**config.mk**
```make
export PLATFORM = sky130hd
export DESIGN_NAME = sema_bank
export DESIGN_NICKNAME = d
export VERILOG_FILES = /design/src/rtl/sema_pkg.sv /design/src/rtl/sema_port_dec.sv /design/src/rtl/sema_flag_cell.sv /design/src/rtl/sema_bank.sv
export SDC_FILE = /design/constraint.sdc
export NUM_CORES = 1
export LEC_CHECK = 0
export BUFFER_PORTS_ARGS = -buffer_cell sky130_fd_sc_hd__buf_4
export CAP_MARGIN = 20
export CORE_AREA = 5 5 113 115
export DETAILED_ROUTE_END_ITERATION = 6
export DIE_AREA = 0 0 118 120
export SLEW_MARGIN = 20
export SYNTH_ARGS = -nofsm -noshare
export SYNTH_HDL_FRONTEND = slang
export SYNTH_HIERARCHICAL = 1
export SYNTH_SLANG_ARGS = --single-unit
```
**constraint.sdc**
```tcl
create_clock -name clk -period 4 [get_ports clk]
set_input_delay 0.4 -clock clk [delete_from_list [all_inputs] [get_ports clk]]
set_output_delay 0.4 -clock clk [all_outputs]
set_load 0.03 [all_outputs]
```
**src/rtl/sema_pkg.sv**
```systemverilog
package sema_pkg;
  typedef enum logic [1:0] {
    OWN_NONE  = 2'd0,
    OWN_LEFT  = 2'd1,
    OWN_RIGHT = 2'd2
  } owner_e;
endpackage

```
**src/rtl/sema_port_dec.sv**
```systemverilog
module sema_port_dec #(
  parameter int ADDR_W = 3,
  parameter int DATA_W = 8,
  localparam int NUM_FLAGS = 1 << ADDR_W
) (
  input  logic                 clk,
  input  logic                 rst_n,
  input  logic [ADDR_W-1:0]    addr,
  input  logic                 flag_sel,
  input  logic                 chip_en,
  input  logic                 wr,
  input  logic                 out_en,
  input  logic                 wbit,
  input  logic [NUM_FLAGS-1:0] held_vec,
  output logic [NUM_FLAGS-1:0] req_vec,
  output logic [NUM_FLAGS-1:0] rel_vec,
  output logic [DATA_W-1:0]    rdata
);
  logic access, wr_hit, rd_hit;

  assign access = flag_sel & ~chip_en;
  assign wr_hit = access & wr;
  assign rd_hit = access & ~wr & out_en;

  always_comb begin
    req_vec = '0;
    rel_vec = '0;
    if (wr_hit) begin
      if (wbit) rel_vec[addr] = 1'b1;
      else      req_vec[addr] = 1'b1;
    end
  end

  assign rdata = rd_hit ? {DATA_W{~held_vec[addr]}} : '0;

  // flag value replicated across the whole bus
  p_read_replicated_r4: assert property (@(posedge clk) disable iff (!rst_n)
    (rdata == '0) || (rdata == '1));

  // no command leaves a port without a qualified write
  p_cmd_needs_access_r3: assert property (@(posedge clk) disable iff (!rst_n)
    !(flag_sel && !chip_en && wr) |-> ((req_vec | rel_vec) == '0));
endmodule

```
**src/rtl/sema_flag_cell.sv**
```systemverilog
module sema_flag_cell
  import sema_pkg::*;
(
  input  logic clk,
  input  logic rst_n,
  input  logic req_l,
  input  logic rel_l,
  input  logic req_r,
  input  logic rel_r,
  output logic held_l,
  output logic held_r
);
  logic   want_l, want_r, want_l_nx, want_r_nx;
  logic   prio, prio_nx;
  owner_e owner, owner_nx;

  assign want_l_nx = rel_l ? 1'b0 : (req_l ? 1'b1 : want_l);
  assign want_r_nx = rel_r ? 1'b0 : (req_r ? 1'b1 : want_r);

  always_comb begin
    owner_nx = owner;
    prio_nx  = prio;
    unique case (owner)
      OWN_LEFT: begin
        if (!want_l_nx) owner_nx = want_r_nx ? OWN_RIGHT : OWN_NONE;
      end
      OWN_RIGHT: begin
        if (!want_r_nx) owner_nx = want_l_nx ? OWN_LEFT : OWN_NONE;
      end
      default: begin
        if (want_l_nx && want_r_nx) begin
          owner_nx = prio ? OWN_RIGHT : OWN_LEFT;
          prio_nx  = ~prio;
        end else if (want_l_nx) begin
          owner_nx = OWN_LEFT;
        end else if (want_r_nx) begin
          owner_nx = OWN_RIGHT;
        end else begin
          owner_nx = OWN_NONE;
        end
      end
    endcase
  end

  always_ff @(posedge clk) begin
    if (!rst_n) begin
      want_l <= 1'b0;
      want_r <= 1'b0;
      prio   <= 1'b0;
      owner  <= OWN_NONE;
    end else begin
      want_l <= want_l_nx;
      want_r <= want_r_nx;
      prio   <= prio_nx;
      owner  <= owner_nx;
    end
  end

  assign held_l = (owner == OWN_LEFT);
  assign held_r = (owner == OWN_RIGHT);

  // owner keeps the flag until it releases
  p_hold_left_r6: assert property (@(posedge clk) disable iff (!rst_n)
    (owner == OWN_LEFT && !rel_l) |=> (owner == OWN_LEFT));
  p_hold_right_r6: assert property (@(posedge clk) disable iff (!rst_n)
    (owner == OWN_RIGHT && !rel_r) |=> (owner == OWN_RIGHT));

  // release hands the flag to a pending waiter
  p_pass_to_right_r6: assert property (@(posedge clk) disable iff (!rst_n)
    (owner == OWN_LEFT && rel_l && want_r && !rel_r) |=> (owner == OWN_RIGHT));

  // a same-cycle tie grants someone and flips priority
  p_tie_granted_r7: assert property (@(posedge clk) disable iff (!rst_n)
    (owner == OWN_NONE && req_l && req_r) |=> (owner != OWN_NONE && prio != $past(prio)));

  // a free flag has nobody waiting
  p_free_idle_r5: assert property (@(posedge clk) disable iff (!rst_n)
    (owner == OWN_NONE) |-> (!want_l && !want_r));
endmodule

```
**src/rtl/sema_bank.sv**
```systemverilog
module sema_bank #(
  parameter int ADDR_W = 3,
  parameter int DATA_W = 8,
  localparam int NUM_FLAGS = 1 << ADDR_W
) (
  input  logic              clk,
  input  logic              rst_n,
  input  logic [ADDR_W-1:0] l_addr,
  input  logic              l_flag_sel,
  input  logic              l_chip_en,
  input  logic              l_wr,
  input  logic              l_out_en,
  input  logic [DATA_W-1:0] l_wdata,
  output logic [DATA_W-1:0] l_rdata,
  input  logic [ADDR_W-1:0] r_addr,
  input  logic              r_flag_sel,
  input  logic              r_chip_en,
  input  logic              r_wr,
  input  logic              r_out_en,
  input  logic [DATA_W-1:0] r_wdata,
  output logic [DATA_W-1:0] r_rdata
);
  logic [NUM_FLAGS-1:0] req_l, rel_l, req_r, rel_r, held_l, held_r;
  logic                 unused_wdata_hi;

  assign unused_wdata_hi = ^{l_wdata[DATA_W-1:1], r_wdata[DATA_W-1:1]};

  sema_port_dec #(.ADDR_W(ADDR_W), .DATA_W(DATA_W)) u_dec_l (
    .clk(clk), .rst_n(rst_n), .addr(l_addr), .flag_sel(l_flag_sel),
    .chip_en(l_chip_en), .wr(l_wr), .out_en(l_out_en), .wbit(l_wdata[0]),
    .held_vec(held_l), .req_vec(req_l), .rel_vec(rel_l), .rdata(l_rdata)
  );

  sema_port_dec #(.ADDR_W(ADDR_W), .DATA_W(DATA_W)) u_dec_r (
    .clk(clk), .rst_n(rst_n), .addr(r_addr), .flag_sel(r_flag_sel),
    .chip_en(r_chip_en), .wr(r_wr), .out_en(r_out_en), .wbit(r_wdata[0]),
    .held_vec(held_r), .req_vec(req_r), .rel_vec(rel_r), .rdata(r_rdata)
  );

  for (genvar g = 0; g < NUM_FLAGS; g++) begin : g_flag
    sema_flag_cell u_cell (
      .clk(clk), .rst_n(rst_n),
      .req_l(req_l[g]), .rel_l(rel_l[g]),
      .req_r(req_r[g]), .rel_r(rel_r[g]),
      .held_l(held_l[g]), .held_r(held_r[g])
    );
  end

  // never both ports reading ownership of the same flag
  p_excl_owner_r7: assert property (@(posedge clk) disable iff (!rst_n)
    !(l_flag_sel && !l_chip_en && !l_wr && l_out_en &&
      r_flag_sel && !r_chip_en && !r_wr && r_out_en &&
      l_addr == r_addr && l_rdata == '0 && r_rdata == '0));
endmodule

```
Word-level counts from Yosys, hierarchy flattened
Index checks and enable logic that the tools add are counted.
- logic and storage cells: 246
- output and inout port bits: 16
- bits of input ports: 32
- bits in registers: 40
- multiplexer cells: 114
- order comparisons: 4
- equality and inequality tests: 32
- reduce and logical (&&, ||, !) cells: 34
- bitwise gates (word level): 30
- operators by type and width (kind ; count):
    two-way mux 2 bit ; 48
    two-way mux 8 bit ; 10
    two-way mux 1 bit ; 44
    != test 2 bit, second input constant ; 16
    case mux 2 bit (2 select lines) ; 8
    AND reduction 2 bit ; 16
    NOT 1 bit ; 22
    equality test 2 x 1 -> 1 bit, second input constant ; 8
    equality test 2 bit, second input constant ; 8
    OR reduction 2 bit ; 8
    logical AND 1 bit ; 10
    AND 1 bit ; 8
    less-than comparator 3 x 4 -> 1 bit, second input constant ; 2
    binary-select mux 1 bit (select 3 bit) ; 2
    demux 1 bit (select 3 bit) ; 2
    greater-or-equal comparator 3 x 1 -> 1 bit, second input constant ; 2

Depth between registers and ports, before layout
Gate-level depths: netlist of the first run.
- depth after elaboration: 12
- depth in mapped cells: 8
- gate-level depth less buffers: 7

Modules after synthesis
The synthesis of the first run kept the hierarchy.
- by module, submodules not included (module ; area an instance (um2) ; instances ; sequential area each (um2) ; cells an instance):
    sema_flag_cell ; 284.0 ; 8 ; 100.1 ; 28
    sema_port_dec (u_dec_l) ; 301.5 ; 1 ; 0.0 ; 47
    sema_port_dec (u_dec_r) ; 266.5 ; 1 ; 0.0 ; 40

Worst setup path after synthesis of the first run
Ideal clock, no wire load.
- kind: register -> output
- start point: register g_flag[7].u_cell.owner[0]
- end point: output port r_rdata[1]
- buffers on the path: 1
- setup slack: 1912 ps
- required time: 3600 ps
- stages on the path, launching flop included: 7
- arrival: 1688 ps
- path through: dfxtp_1 -> inv_1 -> ha_1 -> mux2i_1 -> mux4_2 -> and4b_1 -> buf_4
- word-level cells in the longest chain between the ends: 5
- ends and longest elaborated chain (element ; RTL line ; source):
    start: declaration ; sema_flag_cell.sv:15 ; owner_e owner, owner_nx;
    start signal: assignment ; sema_flag_cell.sv:55 ; owner <= owner_nx;
    equality test 2 bit ; sema_flag_cell.sv:60 ; assign held_r = (owner == OWN_RIGHT);
    net held_r[7] ; sema_bank.sv:23 ; logic [NUM_FLAGS-1:0] req_l, rel_l, req_r, rel_r, held_l, held_r;
    binary-select mux 1 bit (select 3 bit) ; sema_port_dec.sv:34 ; assign rdata = rd_hit ? {DATA_W{~held_vec[addr]}} : '0;
    two-way mux 1 bit (not written as such) ; sema_port_dec.sv:34 ;
    NOT 1 bit ; sema_port_dec.sv:34 ;
    two-way mux 8 bit ; sema_port_dec.sv:34 ;
    end: declaration ; sema_bank.sv:21 ; output logic [DATA_W-1:0] r_rdata
The timed path passes the listed nets, and every way through them passes these cells. The select of a mux whose other input is x is not followed.

Worst setup path after layout of the first run
- start point: register g_flag[6].u_cell.owner[0]
- end point: output port r_rdata[4]
- word-level cells in the longest chain between the ends: 5
- ends and longest elaborated chain (element ; RTL line):
    start: declaration ; sema_flag_cell.sv:15
    start signal: assignment ; sema_flag_cell.sv:55
    equality test 2 bit ; sema_flag_cell.sv:60
    net held_r[6] ; sema_bank.sv:23
    binary-select mux 1 bit (select 3 bit) ; sema_port_dec.sv:34
    two-way mux 1 bit (not written as such) ; sema_port_dec.sv:34
    NOT 1 bit ; sema_port_dec.sv:34
    two-way mux 8 bit ; sema_port_dec.sv:34
The timed path passes the listed nets, and every way through them passes these cells. The select of a mux whose other input is x is not followed.

==> results of run 1 <==
final timing paths:
path	end	slack (ns)	cells after the start
max	r_rdata[4]	1.53	6
min	g_flag[4].u_cell/owner[1]$_SDFFE_PN0P_	0.48	2
min reg2reg	g_flag[4].u_cell/owner[1]$_SDFFE_PN0P_	0.48	2
max reg2reg	g_flag[5].u_cell/owner[0]$_SDFFE_PN0P_	2.69	6
power groups by stage:
stage          clock [W]  sequential, W  combinational [W]
6_report        0.000403       0.000402          0.0000789
5_1_grt         0.000435       0.000402          0.0000866
4_1_cts         0.000416       0.000402          0.0000796
3_5_place_dp           0       0.000411          0.0000792
3_3_place_gp           0       0.000411          0.0000783
2_1_floorplan          0       0.000411          0.0000523
Yosys cell counts (all sizes together), types with 2 or more instances:
cell type / count
inv: 16
a21o: 8
o21ba: 16
mux4: 2
nand4b: 2
a22oi: 8
and2: 24
mux2i: 13
xnor2: 8
nand3: 16
nor3: 6
dfxtp: 40
nand2b: 13
or3b: 2
o221ai: 8
clkbuf: 2
nor2b: 2
buf: 17
ha: 16
nor2: 42
nand2: 30
a21boi: 8
nand4: 2
cell type report:
type	instances	area share (%)
inverter	16	1.83
clock buffer	6	4.23
clock inverter	2	0.305
timing repair buffer	33	7.55
tap	147	5.61
multi-input combinational	236	56.1
sequential	40	24.4
kinds of logic after synthesis:
| family | after synthesis |
|---|---|
| AND/OR/NAND/NOR | 147 |
| AO/OA/AOI/OAI | 50 |
| flip-flops | 40 |
| buffers and inverters | 35 |
| adder cells (fa/ha/maj) | 16 |
| multiplexers | 15 |
| XOR/XNOR | 8 |
worst max-delay path, stage by stage, from the launching register on:
cell     delay, ns
dfxtp_1       0.32
inv_1         0.07
ha_1          0.26
mux2i_1       0.13
mux4_2        0.48
and4b_1       0.32
buf_4         0.21
per-layer routing:
metal	GRT usage, %	vias to the layer above
li1	-	1092
met5	0	-
met3	1.89	10
met2	15.7	28
met4	2.94	0
met1	9.78	996
state kept, by name, summed over array words and instances, names as in the netlist:
register / count
g_flag.u_cell/owner: 16
g_flag.u_cell/prio: 8
g_flag.u_cell/want_l: 8
g_flag.u_cell/want_r: 8
stage by stage:
step                std cells  instance area, um^2  util, %  total power (W)
floorplan                 311                 2840        -         0.000463
global placement          472                 3130     26.7         0.000489
detailed placement        472                 3130     26.7         0.000490
CTS                       480                 3280     28.0         0.000897
global route              480                 3280     28.0         0.000924
finish                    480                 3280     28.0         0.000884
==> metrics.txt, run 1 <==
status=completed; Comb power frac=8.9%; Hold WS=0.476 ns; Site Rows=40; synth warn=6; root buf cell=clkbuf_16; Clk Latency, worst-skew pair=0.28 ns; Sw Pwr=0.000203 W; CP endpoint kind=output pin; asr flop ratio synth=0%; CTS resizes=0; most frequent cells in the layout=nor2_1, dfxtp_1, buf_4; Crit. Startpoint=g_flag[6].u_cell/owner[0]$_SDFFE_PN0P_; Die ar.=14200 um^2; post-synthesis simple-gate area fraction=27.3%; max-cap check violation count=0; Data arrival, critical path=2.07 ns; Final Max Tran Viols=0; Metal-1 WL=2570 um; Net count, final=380; DR WL met3=157 um; Top Layer Used=met4; Hold Crit Start=g_flag[4].u_cell/owner[1]$_SDFFE_PN0P_; Crit Path Category=flop to output pin; Ant. Diodes=0; Remaining DRCs=0; TritonCTS clock tree=yes; Synth cell types=38; WL met2=3060 um; Int Pwr=0.000681 W; initial antenna violation count=0; # IOs=48; Power Dens Cells=269 nW/um^2; mux contribution to synthesized area=6.17%; commonest register cell after synthesis=dfxtp_1; worst slack at placement=1.81 ns; Worst Hold Class=flop to flop; largest net degree at the start of global routing=41; final hold viol count=0; first-pass GRT wire length=10300 um; # Post-CTS Setup Buffers=0; Synth area leader=dfxtp_1; FF-to-FF Start=g_flag[5].u_cell/owner[0]$_SDFFE_PN0P_; CP Max Fanout=8; Net Sw Frac=23.0%; DR vias/cell=4.43; hold buffers post-CTS=0; Die H=120 um; Area Growth Syn to Fin=15.5%; total number of vias=2126; layout cells sized above 1=28.5%; drt total wl=5900 um; WL/cell=12.3 um; TritonCTS Buffers=5; core area=11700 um^2; Clk pwr share=45.6%; Flop pwr share=45.5%; worst setup margin=1.53 ns; Post-Synth XOR/XNOR Area=2.47%; Synth Area in Compound Gates=21.8%; DP HPWL=4510 um; final cycle utilization of the critical path=61.8%; FMAX=0.405 GHz; Mean Syn Cell Area=9.13 um^2; Clock transition at path regs=0.06 ns; final setup fails=0; GP Congestion=0.768; EDFF count, synth=0; Tmin final=2.47 ns; Synth Area in Adders=7.05%; Synth area leaders=dfxtp_1, o21ba_4, ha_1; CP required=3.60 ns; DR iter-0 viols=73; Seq cells post-synth=40; Initial Utilization=24.3%; CTS Buffer Depth=2; post-synthesis sequential area ratio=28.2%; largest family of logic cells by synthesized area=simple AND/OR/NAND/NOR gates; grt ovf=0; Worst Tran Pin Value=0.385 ns; clk_skew=0.00303 ns; GR Util All Layers=8.57%; vias in the first global route=2215; share of the synthesized area in the top cell type=28.2%; clock sink count=40; reported leakage power=1.24 nW; Post-DRT Antenna Nets=0; first drt pass iteration count=4; Post-Syn Instances=311; H-tree depth=2; most common cell after layout, fill and taps aside=nor2_1; crit start category=flop; sequential cell area=801 um^2; Max VDD drop=0.172 mV; RSZ-0062 raised after global routing=false; Setup TNS=0 ns; synthesized area=2840 um^2; Multi-input gate area=1840 um^2; fill count=1269; Synth Net Count=359; relative slew slack=74.3%; DIE WIDTH=118 um; # port buffers=33
Power figures use the tool's default switching activity.
==> run 2: changes to the inputs <==
- clock period: 4 -> 2.35 ns (I/O delays scaled with it)
==> run 2 against run 1 <==
Global-route usage is 0.22 points lower. Clock skew decreased by 0.00083 ns. Die area stayed put. Flip-flop and latch count unchanged. Clock power up 76%. Register-to-register slack got worse by 1.6 ns. Count of clock-buffer cells in the layout is 1 higher. Largest power group unchanged.
==> metrics.txt, run 2 (same netlist as run 1, synthesis figures left out) <==
Site Rows=40 (unchanged); Net Sw Frac=22.3% (-0.63 points); sequential cell area=801 um^2 (unchanged); Final Util=28.1% (+0.043 points); layout cells sized above 1=28.6% (+0.086 points); FMAX=0.443 GHz; clock sink count=40 (unchanged); # IOs=48 (unchanged); Final Max Tran Viols=0 (unchanged); Ant. Diodes=0 (unchanged); Final Instance Area=3290 um^2 (+0.15%); Clk Latency, worst-skew pair=0.28 ns (about the same); most common cell after layout, fill and taps aside=nor2_1; TritonCTS clock tree=yes; initial antenna violation count=0 (unchanged); total power=0.00153 W (+73%); final setup fails=0 (unchanged); Worst Tran Pin Value=0.379 ns (-0.00584 ns); WL/cell=12.0 um (-2.0%); Data arrival, critical path=2.02 ns (-0.05 ns); Largest register FFs=16 (unchanged); DP Area=3130 um^2 (unchanged); most frequent cells in the layout=nor2_1, dfxtp_1, buf_4; DP HPWL=4510 um (-0.12%); Post-Place Cells=472 (unchanged); drt total wl=5770 um (-2.2%); DIE WIDTH=118 um (unchanged); Net count, final=380 (unchanged); core area=11700 um^2 (unchanged); Top reg by flops=g_flag.u_cell/owner; DR vias/cell=4.45 (+0.49%); Power Dens Cells=465 nW/um^2 (+73%); Clk pwr share=46.4% (+0.8 points); Sw Pwr=0.000341 W (+68%); CP endpoint kind=output pin; CTS Buffer Depth=2 (unchanged); Remaining DRCs=0 (unchanged); max-cap check violation count=0 (unchanged); Tmin final=2.26 ns; Multi-input gate area=1840 um^2 (about the same); CP Max Fanout=8 (unchanged); GR Util All Layers=8.35% (-0.22 points); # port buffers=33 (unchanged); H-tree depth=2 (unchanged); root buf cell=clkbuf_16; grt ovf=0 (unchanged); Crit Path Category=flop to output pin; Post-DRT Antenna Nets=0 (unchanged); fill count=1262 (-0.55%); Area Growth Syn to Fin=15.7%; total number of vias=2132 (+0.28%); hold buffers post-CTS=0 (unchanged); largest net degree at the start of global routing=41 (unchanged); # Post-CTS Setup Buffers=0 (unchanged); final hold viol count=0 (unchanged); Int Pwr=0.00119 W (+74%); Initial Utilization=24.3% (unchanged); Die ar.=14200 um^2 (unchanged); Flop pwr share=44.8% (-0.7 points); Worst Hold Class=input port to flop; DR iter-0 viols=73 (unchanged); Setup TNS=0 ns (unchanged); final cycle utilization of the critical path=96.0%; crit start category=flop; vias in the first global route=2142 (-3.3%); GP Congestion=0.780 (+1.6%); CP required=2.12 ns (-1.48 ns); RSZ-0062 raised after global routing=false; TritonCTS Buffers=5 (unchanged); first drt pass iteration count=4 (unchanged); status=completed; reported leakage power=1.24 nW (about the same); Post-Layout Cell Count=479 (-0.21%); first-pass GRT wire length=9930 um (-3.4%); Die H=120 um (unchanged); Max VDD drop=0.258 mV (+51%); Clock transition at path regs=0.06 ns (about the same); Comb power frac=8.8% (about the same); relative slew slack=74.7% (+0.39 points); clk_skew=0.00220 ns (-0.000826 ns)
run 2: per-stage QoR:
stage          setup slack, ns  hold slack, ns
6_report                0.0945           0.400
5_1_grt                 0.0122           0.437
4_1_cts                 0.0470           0.410
3_5_place_dp             0.354           0.472
3_3_place_gp             0.373           0.465
2_1_floorplan            0.427           0.357
run 2: power groups by stage:
stage                     Clock [W]  Combinational (W)  Sequential [W]
after floorplan                   0          0.0000891        0.000699
after global placement            0           0.000134        0.000699
after detailed placement          0           0.000135        0.000700
after CTS                  0.000730           0.000136        0.000684
after global routing       0.000745           0.000147        0.000685
final                      0.000708           0.000134        0.000685
run 2: cell type report:
class / count / area share, %
clock buffer: 7 / 4.65
inverter: 16 / 1.83
multi-input combinational: 236 / 56.0
sequential: 40 / 24.4
tap: 147 / 5.60
timing repair buffer: 33 / 7.54
run 2: timing repair:
item,CTS,global route
gates resized for setup,0,1
endpoints found under the hold margin,0,0
setup endpoints to repair,0,8
run 2: final timing paths:
kind	from	to	slack, ns	cells after the start
worst min-delay path	rst_n	g_flag[6].u_cell/owner[1]$_SDFFE_PN0P_	0.40	3
worst max-delay path	g_flag[6].u_cell/owner[0]$_SDFFE_PN0P_	r_rdata[3]	0.09	6
worst max register to register	g_flag[4].u_cell/owner[0]$_SDFFE_PN0P_	g_flag[4].u_cell/owner[0]$_SDFFE_PN0P_	1.06	6
worst min register to register	g_flag[6].u_cell/owner[1]$_SDFFE_PN0P_	g_flag[6].u_cell/owner[1]$_SDFFE_PN0P_	0.48	2
run 2: worst max-delay path, cell delays in order (launching register included):
cell and delay, ns:
dfxtp_1 0.32, inv_1 0.06, ha_1 0.26, mux2i_1 0.12, mux4_2 0.47, and4b_2 0.33, buf_4 0.19
run 2: layer usage:
metal	up-vias	track usage [%]	part of all wire, %
met4	0	2.58	1.4
met5	-	0	0
met1	1004	9.52	45
met3	9	1.89	2.8
li1	1093	-	-
met2	26	15.4	51
==> run 3: changes to the inputs <==
- CORE_AREA: 5 5 113 115 -> 5 5 91 93
- DIE_AREA: 0 0 118 120 -> 0 0 96 98
==> run 3 against run 2 <==
Flip-flop and latch count stayed put. First-iteration DRC count rose by 40%. Non-clock buffer count unchanged. Sequential power is essentially flat. Design area shrank 4.0%. Clock skew is 0.0018 ns higher. Clock power is 39% lower. Combinational power hardly changed. Register-to-register slack barely moved. Count of clock-buffer cells in the layout shrank 1. Global-route usage increased by 4.4 points. Fmax grew 1.1%.
==> metrics.txt, run 3 (same netlist as run 1, synthesis figures left out) <==
DP Area=3080 um^2 (-1.8%); Tmin final=2.23 ns (-0.0239 ns); largest net degree at the start of global routing=41 (unchanged); # port buffers=33 (unchanged); clk_skew=0.00398 ns (+0.00178 ns); clock sink count=40 (unchanged); fill count=758 (-40%); first-pass GRT wire length=9640 um (-2.9%); Final Instance Area=3150 um^2 (-4.0%); Net Sw Frac=24.8% (+2.5 points); Worst Hold Class=input port to flop; total number of vias=2128 (-0.19%); most common cell after layout, fill and taps aside=nor2_1; Ant. Diodes=0 (unchanged); status=completed; WL/cell=12.8 um (+6.7%); vias in the first global route=2079 (-2.9%); Max VDD drop=0.163 mV (-37%); # Post-CTS Setup Buffers=0 (unchanged); Comb power frac=10.7% (+1.9 points); crit path to=r_rdata[3]; RSZ-0062 raised after global routing=false; CP Max Fanout=8 (unchanged); setup slack, reg-to-reg=1.06 ns (about the same); # IOs=48 (unchanged); Initial Utilization=38.1% (+14 points); initial antenna violation count=0 (unchanged); max-cap check violation count=0 (unchanged); most frequent cells in the layout=nor2_1, dfxtp_1, buf_4; WHS Path Cells=3 (unchanged); GR Util All Layers=12.8% (+4.4 points); layout cells sized above 1=28.3% (-0.30 points); FF-to-FF Start=g_flag[1].u_cell/owner[0]$_SDFFE_PN0P_; CTS Buffer Depth=2 (unchanged); Worst Tran Pin Value=0.379 ns (-0.000664 ns); total power=0.00125 W (-18%); DR iter-0 viols=102 (+40%); Power Dens Cells=397 nW/um^2 (-15%); Area Growth Syn to Fin=11.1%; grt ovf=0 (unchanged); Crit. Startpoint=g_flag[7].u_cell/owner[0]$_SDFFE_PN0P_; Setup TNS=0 ns (unchanged); drt total wl=5580 um (-3.3%); worst-path cell chain=inv_1 -> ha_1 -> mux2i_1 -> mux4_2 -> and4b_2 -> buf_4; Site Rows=32 (-20%); first drt pass iteration count=4 (unchanged); CP endpoint kind=output pin; Remaining DRCs=0 (unchanged); Post-DRT Antenna Nets=0 (unchanged); Largest register FFs=16 (unchanged); H-tree depth=2 (unchanged); root buf cell=clkbuf_8; Net count, final=380 (unchanged); DIE WIDTH=96 um (-19%); crit start category=flop; DP HPWL=4330 um (-3.9%); Clk pwr share=34.7% (-12 points); R2R Path End=g_flag[1].u_cell/owner[0]$_SDFFE_PN0P_; GP Congestion=0.757 (-3.0%); Clock transition at path regs=0.08 ns (+0.02 ns); reported leakage power=1.21 nW (-2.8%); Flop pwr share=54.6% (+9.8 points); Die ar.=9410 um^2 (-34%); final hold viol count=0 (unchanged); Crit Path Category=flop to output pin; core area=7450 um^2 (-36%); Sw Pwr=0.000311 W (-8.8%); Top reg by flops=g_flag.u_cell/owner; Die H=98 um (-18%); final cycle utilization of the critical path=95.0% (-1.0 points); slowest CP cell=mux4_2; DR vias/cell=4.90 (+10%); CP required=2.12 ns (about the same); Crit path largest cell delay=0.48 ns (about the same); final setup fails=0 (unchanged); FMAX=0.448 GHz (+1.1%); Final Max Tran Viols=0 (unchanged); TritonCTS clock tree=yes; relative slew slack=74.8% (about the same); Worst Reg2Reg Path Length in Cells=6 (unchanged); Hold WS=0.396 ns (-0.00317 ns); TritonCTS Buffers=5 (unchanged); Int Pwr=0.000941 W (-21%); Clk Latency, worst-skew pair=0.28 ns (about the same); Data arrival, critical path=2.00 ns (-0.02 ns)
-- run 3: metal layers --
metal | part of all wire (%) | track usage [%] | routed length, um
met3 | 3.0 | 2.85 | 170
met5 | 0 | 0 | 0
met4 | 0.75 | 3.39 | 42
met1 | 48 | 16.2 | 2650
met2 | 49 | 21.5 | 2710
-- run 3: per-stage QoR --
stage	util, %	std cells	setup slack, ns
finish	42.4	434	0.118
global route	42.4	434	0.0126
CTS	42.3	434	0.0816
detailed placement	41.3	427	0.409
global placement	41.3	427	0.422
floorplan	-	311	0.427
-- run 3: critical path, delay by kind of cell (launching register included) --
| family | cells | cell delay [ns] |
|---|---|---|
| multiplexers | 2 | 0.61 |
| flip-flops | 1 | 0.33 |
| AND/OR/NAND/NOR | 1 | 0.30 |
| buffers and inverters | 2 | 0.24 |
| adder cells (fa/ha/maj) | 1 | 0.24 |
-- run 3: final cells by class --
cell class | instances | area (um^2) | share of cell area (%)
clock inverter | 1 | 5.00 | 0.159
timing repair buffer | 33 | 248 | 7.85
multi-input combinational | 236 | 1840 | 58.3
clock buffer | 6 | 72.6 | 2.30
sequential | 40 | 801 | 25.4
inverter | 16 | 60.1 | 1.90
tap | 102 | 128 | 4.05
-- run 3: how the worst min path moves through the flow --
stage / from / endpoint / slack, ns
floorplan: rst_n / g_flag[0].u_cell/prio$_SDFFE_PN0P_ / 0.36
global placement: g_flag[2].u_cell/owner[1]$_SDFFE_PN0P_ / g_flag[2].u_cell/owner[1]$_SDFFE_PN0P_ / 0.47
CTS: rst_n / g_flag[4].u_cell/owner[1]$_SDFFE_PN0P_ / 0.39
finish: rst_n / g_flag[4].u_cell/owner[1]$_SDFFE_PN0P_ / 0.40
global route: rst_n / g_flag[1].u_cell/owner[0]$_SDFFE_PN0P_ / 0.41
detailed placement: g_flag[4].u_cell/owner[1]$_SDFFE_PN0P_ / g_flag[4].u_cell/owner[1]$_SDFFE_PN0P_ / 0.47
-- run 3: power groups by stage --
| stage | clock network [W] | logic (W) | registers (W) |
|---|---|---|---|
| after detailed placement | 0 | 0.000135 | 0.000700 |
| after CTS | 0.000458 | 0.000135 | 0.000683 |
| after global placement | 0 | 0.000134 | 0.000699 |
| after floorplan | 0 | 0.0000891 | 0.000699 |
| final | 0.000435 | 0.000134 | 0.000683 |
| after global routing | 0.000481 | 0.000146 | 0.000684 |
-- run 3: what timing repair did --
action / 4_1_cts / 5_1_grt
setup endpoints to repair: 0 / 8
endpoints found under the hold margin: 0 / 0
resized for setup: 0 / 1
hold buffers: 0 / 0
